File: src/rtl/tmr_evt_pkg.sv
package tmr_evt_pkg;
    localparam int REG_W    = 32;
    localparam int ADDR_W   = 4;
    localparam int N_ALARM  = 2;
    localparam int N_TRIG   = 2;
    localparam int N_PULSE  = 3;

    // event bit positions; software decodes these
    localparam int EVB_TRIG_BASE  = 24;   // trigger i -> 24 + i
    localparam int EVB_ALM_BASE   = 16;   // alarm i   -> 16 + i
    localparam int EVB_PULSE_TOP  = 7;    // pulse i   -> 7 - i

    // control bit positions
    localparam int CTL_TRIG_POL_BASE = 8;   // trigger i polarity -> 8 + i
    localparam int CTL_ALM_POL_TOP   = 31;  // alarm i pin polarity -> 31 - i

    localparam logic [ADDR_W-1:0] A_CTRL  = 4'd0;
    localparam logic [ADDR_W-1:0] A_EVENT = 4'd1;
    localparam logic [ADDR_W-1:0] A_MASK  = 4'd2;

    function automatic logic [ADDR_W-1:0] alm_lo_addr(input int i);
        return ADDR_W'(4 + 2 * i);
    endfunction

    function automatic logic [ADDR_W-1:0] alm_hi_addr(input int i);
        return ADDR_W'(5 + 2 * i);
    endfunction

    function automatic logic [ADDR_W-1:0] ts_lo_addr(input int i);
        return ADDR_W'(8 + 2 * i);
    endfunction

    function automatic logic [ADDR_W-1:0] ts_hi_addr(input int i);
        return ADDR_W'(9 + 2 * i);
    endfunction

    function automatic logic [REG_W-1:0] evt_valid_bits();
        logic [REG_W-1:0] m;
        m = '0;
        for (int i = 0; i < N_TRIG; i++)  m[EVB_TRIG_BASE + i] = 1'b1;
        for (int i = 0; i < N_ALARM; i++) m[EVB_ALM_BASE + i] = 1'b1;
        for (int i = 0; i < N_PULSE; i++) m[EVB_PULSE_TOP - i] = 1'b1;
        return m;
    endfunction

    function automatic logic [REG_W-1:0] ctrl_valid_bits();
        logic [REG_W-1:0] m;
        m = '0;
        for (int i = 0; i < N_TRIG; i++)  m[CTL_TRIG_POL_BASE + i] = 1'b1;
        for (int i = 0; i < N_ALARM; i++) m[CTL_ALM_POL_TOP - i] = 1'b1;
        return m;
    endfunction
endpackage

File: src/rtl/tmr_alarm_cmp.sv
module tmr_alarm_cmp #(
    parameter  int RW = 32,
    localparam int TW = 2 * RW
) (
    input  logic          clk,
    input  logic          rst_n,
    input  logic [TW-1:0] cnt_i,
    input  logic [TW-1:0] cnt_prev_i,
    input  logic          wr_lo_i,
    input  logic          wr_hi_i,
    input  logic [RW-1:0] wdata_i,
    output logic [TW-1:0] value_o,
    output logic          hit_o
);
    typedef struct packed {
        logic [TW-1:0] value;
        logic          armed;
    } alm_st_t;

    alm_st_t st_d, st_q;

    always_comb begin
        // crossing test: previous count below, current at or above
        hit_o = st_q.armed && (cnt_i >= st_q.value) && (cnt_prev_i < st_q.value);
        st_d  = st_q;
        if (hit_o) begin
            st_d.armed = 1'b0;
        end
        if (wr_lo_i) begin
            st_d.value[RW-1:0] = wdata_i;
            st_d.armed         = 1'b0;
        end
        if (wr_hi_i) begin
            st_d.value[TW-1:RW] = wdata_i;
            st_d.armed          = 1'b1;
        end
    end

    always_ff @(posedge clk or negedge rst_n) begin
        if (!rst_n) begin
            st_q <= '0;
        end else begin
            st_q <= st_d;
        end
    end

    assign value_o = st_q.value;
endmodule

File: src/rtl/tmr_trig_capture.sv
module tmr_trig_capture #(
    parameter  int RW          = 32,
    parameter  int SYNC_STAGES = 2,
    localparam int TW          = 2 * RW
) (
    input  logic          clk,
    input  logic          rst_n,
    input  logic          trig_i,
    input  logic          fall_sel_i,
    input  logic [TW-1:0] cnt_i,
    output logic [TW-1:0] stamp_o,
    output logic          cap_o
);
    typedef struct packed {
        logic [SYNC_STAGES:0] chain;
        logic [TW-1:0]        stamp;
    } cap_st_t;

    cap_st_t st_d, st_q;
    logic    synced, hist;

    always_comb begin
        synced = st_q.chain[SYNC_STAGES-1];
        hist   = st_q.chain[SYNC_STAGES];
        cap_o  = fall_sel_i ? (hist & ~synced) : (synced & ~hist);
        st_d       = st_q;
        st_d.chain = {st_q.chain[SYNC_STAGES-1:0], trig_i};
        if (cap_o) begin
            st_d.stamp = cnt_i;
        end
    end

    always_ff @(posedge clk or negedge rst_n) begin
        if (!rst_n) begin
            st_q <= '0;
        end else begin
            st_q <= st_d;
        end
    end

    assign stamp_o = st_q.stamp;
endmodule

File: src/rtl/tmr_evt_reg.sv
module tmr_evt_reg #(
    parameter int              RW    = 32,
    parameter logic [RW-1:0]   VALID = '1
) (
    input  logic          clk,
    input  logic          rst_n,
    input  logic [RW-1:0] set_i,
    input  logic          clr_we_i,
    input  logic          mask_we_i,
    input  logic [RW-1:0] wdata_i,
    output logic [RW-1:0] evt_o,
    output logic [RW-1:0] mask_o,
    output logic          irq_o
);
    typedef struct packed {
        logic [RW-1:0] evt;
        logic [RW-1:0] mask;
    } ev_st_t;

    ev_st_t        st_d, st_q;
    logic [RW-1:0] clr_bits;

    always_comb begin
        clr_bits = clr_we_i ? wdata_i : '0;
        st_d     = st_q;
        // set after clear: a same-cycle set survives
        st_d.evt = ((st_q.evt & ~clr_bits) | set_i) & VALID;
        if (mask_we_i) begin
            st_d.mask = wdata_i & VALID;
        end
    end

    always_ff @(posedge clk or negedge rst_n) begin
        if (!rst_n) begin
            st_q <= '0;
        end else begin
            st_q <= st_d;
        end
    end

    assign evt_o  = st_q.evt;
    assign mask_o = st_q.mask;
    assign irq_o  = |(st_q.evt & st_q.mask);
endmodule

File: src/rtl/tmr_evt_unit.sv
module tmr_evt_unit
    import tmr_evt_pkg::*;
#(
    parameter  int RW          = REG_W,
    parameter  int SYNC_STAGES = 2,
    localparam int TW          = 2 * RW
) (
    input  logic              clk,
    input  logic              rst_n,
    input  logic [TW-1:0]     time_cnt,
    input  logic [N_TRIG-1:0] trig_in,
    input  logic [N_PULSE-1:0] pulse_in,
    input  logic              wr_en,
    input  logic [ADDR_W-1:0] wr_addr,
    input  logic [RW-1:0]     wr_data,
    input  logic [ADDR_W-1:0] rd_addr,
    output logic [RW-1:0]     rd_data,
    output logic [N_ALARM-1:0] alarm_pin,
    output logic              irq
);
    localparam logic [RW-1:0] EVT_VALID  = RW'(evt_valid_bits());
    localparam logic [RW-1:0] CTRL_VALID = RW'(ctrl_valid_bits());

    typedef struct packed {
        logic [RW-1:0] ctrl;
        logic [TW-1:0] cnt_prev;
    } top_st_t;

    top_st_t st_d, st_q;

    logic [N_ALARM-1:0]         alm_hit;
    logic [N_ALARM-1:0][TW-1:0] alm_val;
    logic [N_TRIG-1:0]          trig_cap;
    logic [N_TRIG-1:0][TW-1:0]  ts_val;
    logic [RW-1:0]              evt_set;
    logic [RW-1:0]              evt_q;
    logic [RW-1:0]              mask_q;
    logic                       clr_we, mask_we;

    always_comb begin
        st_d          = st_q;
        st_d.cnt_prev = time_cnt;
        if (wr_en && wr_addr == A_CTRL) begin
            st_d.ctrl = wr_data & CTRL_VALID;
        end
    end

    always_ff @(posedge clk or negedge rst_n) begin
        if (!rst_n) begin
            st_q <= '0;
        end else begin
            st_q <= st_d;
        end
    end

    generate
        for (genvar i = 0; i < N_ALARM; i++) begin : g_alarm
            tmr_alarm_cmp #(.RW(RW)) u_alarm (
                .clk       (clk),
                .rst_n     (rst_n),
                .cnt_i     (time_cnt),
                .cnt_prev_i(st_q.cnt_prev),
                .wr_lo_i   (wr_en && wr_addr == alm_lo_addr(i)),
                .wr_hi_i   (wr_en && wr_addr == alm_hi_addr(i)),
                .wdata_i   (wr_data),
                .value_o   (alm_val[i]),
                .hit_o     (alm_hit[i])
            );
            assign alarm_pin[i] = evt_q[EVB_ALM_BASE + i] ^ st_q.ctrl[CTL_ALM_POL_TOP - i];
        end

        for (genvar i = 0; i < N_TRIG; i++) begin : g_trig
            tmr_trig_capture #(.RW(RW), .SYNC_STAGES(SYNC_STAGES)) u_trig (
                .clk       (clk),
                .rst_n     (rst_n),
                .trig_i    (trig_in[i]),
                .fall_sel_i(st_q.ctrl[CTL_TRIG_POL_BASE + i]),
                .cnt_i     (time_cnt),
                .stamp_o   (ts_val[i]),
                .cap_o     (trig_cap[i])
            );
        end
    endgenerate

    always_comb begin
        evt_set = '0;
        for (int i = 0; i < N_ALARM; i++) evt_set[EVB_ALM_BASE + i]  = alm_hit[i];
        for (int i = 0; i < N_TRIG; i++)  evt_set[EVB_TRIG_BASE + i] = trig_cap[i];
        for (int i = 0; i < N_PULSE; i++) evt_set[EVB_PULSE_TOP - i] = pulse_in[i];
    end

    assign clr_we  = wr_en && wr_addr == A_EVENT;
    assign mask_we = wr_en && wr_addr == A_MASK;

    tmr_evt_reg #(.RW(RW), .VALID(EVT_VALID)) u_evt (
        .clk      (clk),
        .rst_n    (rst_n),
        .set_i    (evt_set),
        .clr_we_i (clr_we),
        .mask_we_i(mask_we),
        .wdata_i  (wr_data),
        .evt_o    (evt_q),
        .mask_o   (mask_q),
        .irq_o    (irq)
    );

    always_comb begin
        rd_data = '0;
        if (rd_addr == A_CTRL)  rd_data = st_q.ctrl;
        if (rd_addr == A_EVENT) rd_data = evt_q;
        if (rd_addr == A_MASK)  rd_data = mask_q;
        for (int i = 0; i < N_ALARM; i++) begin
            if (rd_addr == alm_lo_addr(i)) rd_data = alm_val[i][RW-1:0];
            if (rd_addr == alm_hi_addr(i)) rd_data = alm_val[i][TW-1:RW];
        end
        for (int i = 0; i < N_TRIG; i++) begin
            if (rd_addr == ts_lo_addr(i)) rd_data = ts_val[i][RW-1:0];
            if (rd_addr == ts_hi_addr(i)) rd_data = ts_val[i][TW-1:RW];
        end
    end
endmodule

File: config.mk
export PLATFORM = sky130hd
export DESIGN_NAME = tmr_evt_unit
export DESIGN_NICKNAME = d
export VERILOG_FILES = /design/src/rtl/tmr_evt_pkg.sv /design/src/rtl/tmr_alarm_cmp.sv /design/src/rtl/tmr_trig_capture.sv /design/src/rtl/tmr_evt_reg.sv /design/src/rtl/tmr_evt_unit.sv
export SDC_FILE = /design/constraint.sdc
export NUM_CORES = 1
export LEC_CHECK = 0
export BUFFER_PORTS_ARGS = -buffer_cell sky130_fd_sc_hd__buf_2
export CAP_MARGIN = 20
export CORE_MARGIN = 4
export CORE_UTILIZATION = 55
export CTS_BUF_LIST = sky130_fd_sc_hd__clkbuf_8
export CTS_CLUSTER_DIAMETER = 60
export DETAILED_ROUTE_END_ITERATION = 8
export PLACE_DENSITY = 0.84
export SYNTH_ARGS = -nofsm -noshare
export SYNTH_HDL_FRONTEND = slang
export SYNTH_HIERARCHICAL = 1
export SYNTH_SLANG_ARGS = --single-unit
File: constraint.sdc
create_clock -name clk -period 3 [get_ports clk]
set_clock_uncertainty 0.2 [all_clocks]
set_input_delay 0.6 -clock clk [delete_from_list [all_inputs] [get_ports clk]]
set_output_delay 0.6 -clock clk [all_outputs]
set_load 0.01 [all_outputs]
==> impl_metrics.toml <==
[global_route]
antenna_found_initial = 6
track_usage_pct = 35.8
grt_pass1_wl_microns = 144000
grt-ovfl-total = 0
grt_pass1_vias = 23234
grt_max_degree = 196

[route]
vias_per_cell = 6.44
wl_per_cell_microns = 25.0
drt_pass1_iterations = 9
drt_iter0_markers = 3076
ant_nets = 0
drt_drc_violations_left = 0
finalWirelength_microns = 97000
vias = 25013

[clock_network]
cts.clk_slew.worst_paths_ns = 0.07
htree_levels = 2
cts_tree = "done"
clk_root_buffer_cell = "clkbuf_8"
worstSkewPairLatency_ns = 0.70
numCtsBuffers = 60
cts.sinks = 346
max-clock-path-buffers = 3

[timing]
slew_headroom_pct = 37.0
finalHoldViolCount = 0
finalCriticalPeriod_ns = 3.03
min_period_over_period_pct = 101
tightest_slew_ns = 0.946
setup_viol = 6
rsz0062_at_grt = "true"
fmax_ghz = 0.330
finalMaxSlewViolations = 0
setup_slack_ns = -0.0328

[synthesis]
syn_area_sq_um = 26900
ys_warn_count = 6
netlist_instances = 3050
syn_area_per_cell_sq_um = 8.81

[pwr]
power.density_nw_per_um2 = 606
share_comb_of_total_power_pct = 37.7
p_int_mw = 11.0
switching_share_pct = 40.1
p_leak_nw = 13.1
vdd_ir_drop_max_mv = 0.428
p_sw_mw = 7.38
power_frac_seq_pct = 38.0
clock_power_share_pct = 24.3

[layout]
final_nets = 3585
syn_to_final_growth_pct = 12.9
fillers = 4084
drive_gt1_share_pct = 18.2
postLayoutCellArea_sq_um = 30400

[floorplan]
start_util_pct = 55.9
rows = 80
die_h_microns = 229
dieWidth_microns = 229
core_sq_um = 48000
num_io_pins = 147
dieArea_sq_um = 52500

[job]
cap_violations = 0

[place]
gp_congestion = 1.08
dp_hpwl_microns = 73400
port_buffers = 146
dpl_cell_area_sq_um = 28300
dp_slack_ns = -0.104

[status]
violations = "setup timing"
status = "finished, violations left"

[worst_setup_path]
cp-start-kind = "primary input"
reg2reg_from = "g_alarm[0].u_alarm/value_o[57]"
end_kind = "output pin"
crit_start = "rd_addr[1]"
setup.worst_path.class = "primary input to output pin"
cp_max_fo = 23
critical_path_required_ns = 2.20
cp.arrival_ns = 2.23

[hold_path]
min_path_type = "primary input to flop"
min_from = "wr_data[23]"
[sequential cells by signal, indices dropped and copies added, names as in the netlist]
name,count
g_trig.u_trig/hist,2
g_alarm.u_alarm/value_o,128
u_evt/evt_o,7
g_trig.u_trig/stamp_o,128
g_trig.u_trig/st_d,4
g_alarm.u_alarm/st_q,2
st_q,68
u_evt/mask_o,7
[cell type report]
cell class | count | area (sq um) | area share [%]
diodes | 6 | 15.0 | 0.0495
clock buffers | 77 | 1060 | 3.49
clock inverters | 31 | 145 | 0.478
inverters | 134 | 503 | 1.66
multi-input cells | 2228 | 15700 | 51.6
flip-flops and latches | 346 | 8690 | 28.6
well taps | 615 | 769 | 2.53
repair buffers | 449 | 3510 | 11.6
[metrics by stage]
step / power (mW) / setup TNS (ns) / cells / hold slack (ns) / utilization (%)
after global routing: 19.3 / -0.287 / 3880 / 0.0226 / 63.2
after CTS: 18.1 / -0.0605 / 3877 / 0.00265 / 62.8
after global placement: 13.4 / -0.472 / 3712 / 0.135 / 59.0
after detailed placement: 13.6 / -0.854 / 3712 / 0.136 / 59.0
after floorplan: 11.3 / 0 / 3099 / 0.104 / -
final: 18.4 / -0.116 / 3886 / 0.0325 / 63.2
[what timing repair did]
action / CTS / global route
cloned: 0 / 0
buffers inserted: 1 / 3
endpoints found under the hold margin: 412 / 0
resized for setup: 15 / 34
endpoints found under the setup margin: 11 / 26
pin swaps: 4 / 12
hold buffers: 57 / 0
[critical path, stage by stage]
cell and delay [ns]:
buf_2 0.14, buf_12 0.21, buf_4 0.25, o21ai_0 0.11, a21oi_1 0.15, a21oi_1 0.06
o31ai_1 0.36, buf_4 0.21, buf_2 0.13
[path summary, 6_finish.rpt]
check                      slack [ns]                             end  depth (start not counted)
max                             -0.03                      rd_data[8]                          9
min                              0.03  g_alarm[0].u_alarm/value_o[23]                          3
max reg2reg                      0.11                 u_evt/evt_o[16]                         11
min reg2reg                      0.15       g_trig[0].u_trig/st_d[66]                          0
max in group asynchronous        1.59  g_alarm[1].u_alarm/value_o[34]                          3
min in group asynchronous        0.08                        st_q[21]                          2
[metal layers]
| layer | wire length (microns) | vias up | GRT usage, % |
|---|---|---|---|
| li1 | - | 11239 | - |
| met1 | 38800 | 12025 | 48.5 |
| met2 | 41700 | 1476 | 54.2 |
| met3 | 10700 | 271 | 8.36 |
| met4 | 5760 | 2 | 17.2 |
| met5 | 19 | - | 0 |
[cell usage in the layout (no fill, tap or decap), drive strengths merged, types with 35 or more instances in the layout]
cell and instances:
nor3 142, o311a 128, o22ai 40, buf 391, nand3 45, nor2b 274
mux2i 35, dfrtp 346, ha 254, conb 50, nand4 44, nor3b 129
o21ai 439, a21oi 132, clkbuf 78, a21o 47, mux2 36, nand2 216
inv 151, dlygate4sd3 57
[power by group through the flow]
stage	Combinational (mW)	Clock (mW)	Sequential, mW
global placement	6.41	0	6.97
global route	7.58	4.71	7.04
finish	6.93	4.48	7.00
CTS	6.72	4.50	6.92
floorplan	5.00	0	6.34
detailed placement	6.59	0	6.99
No activity file was read; power rests on OpenSTA's default activity.
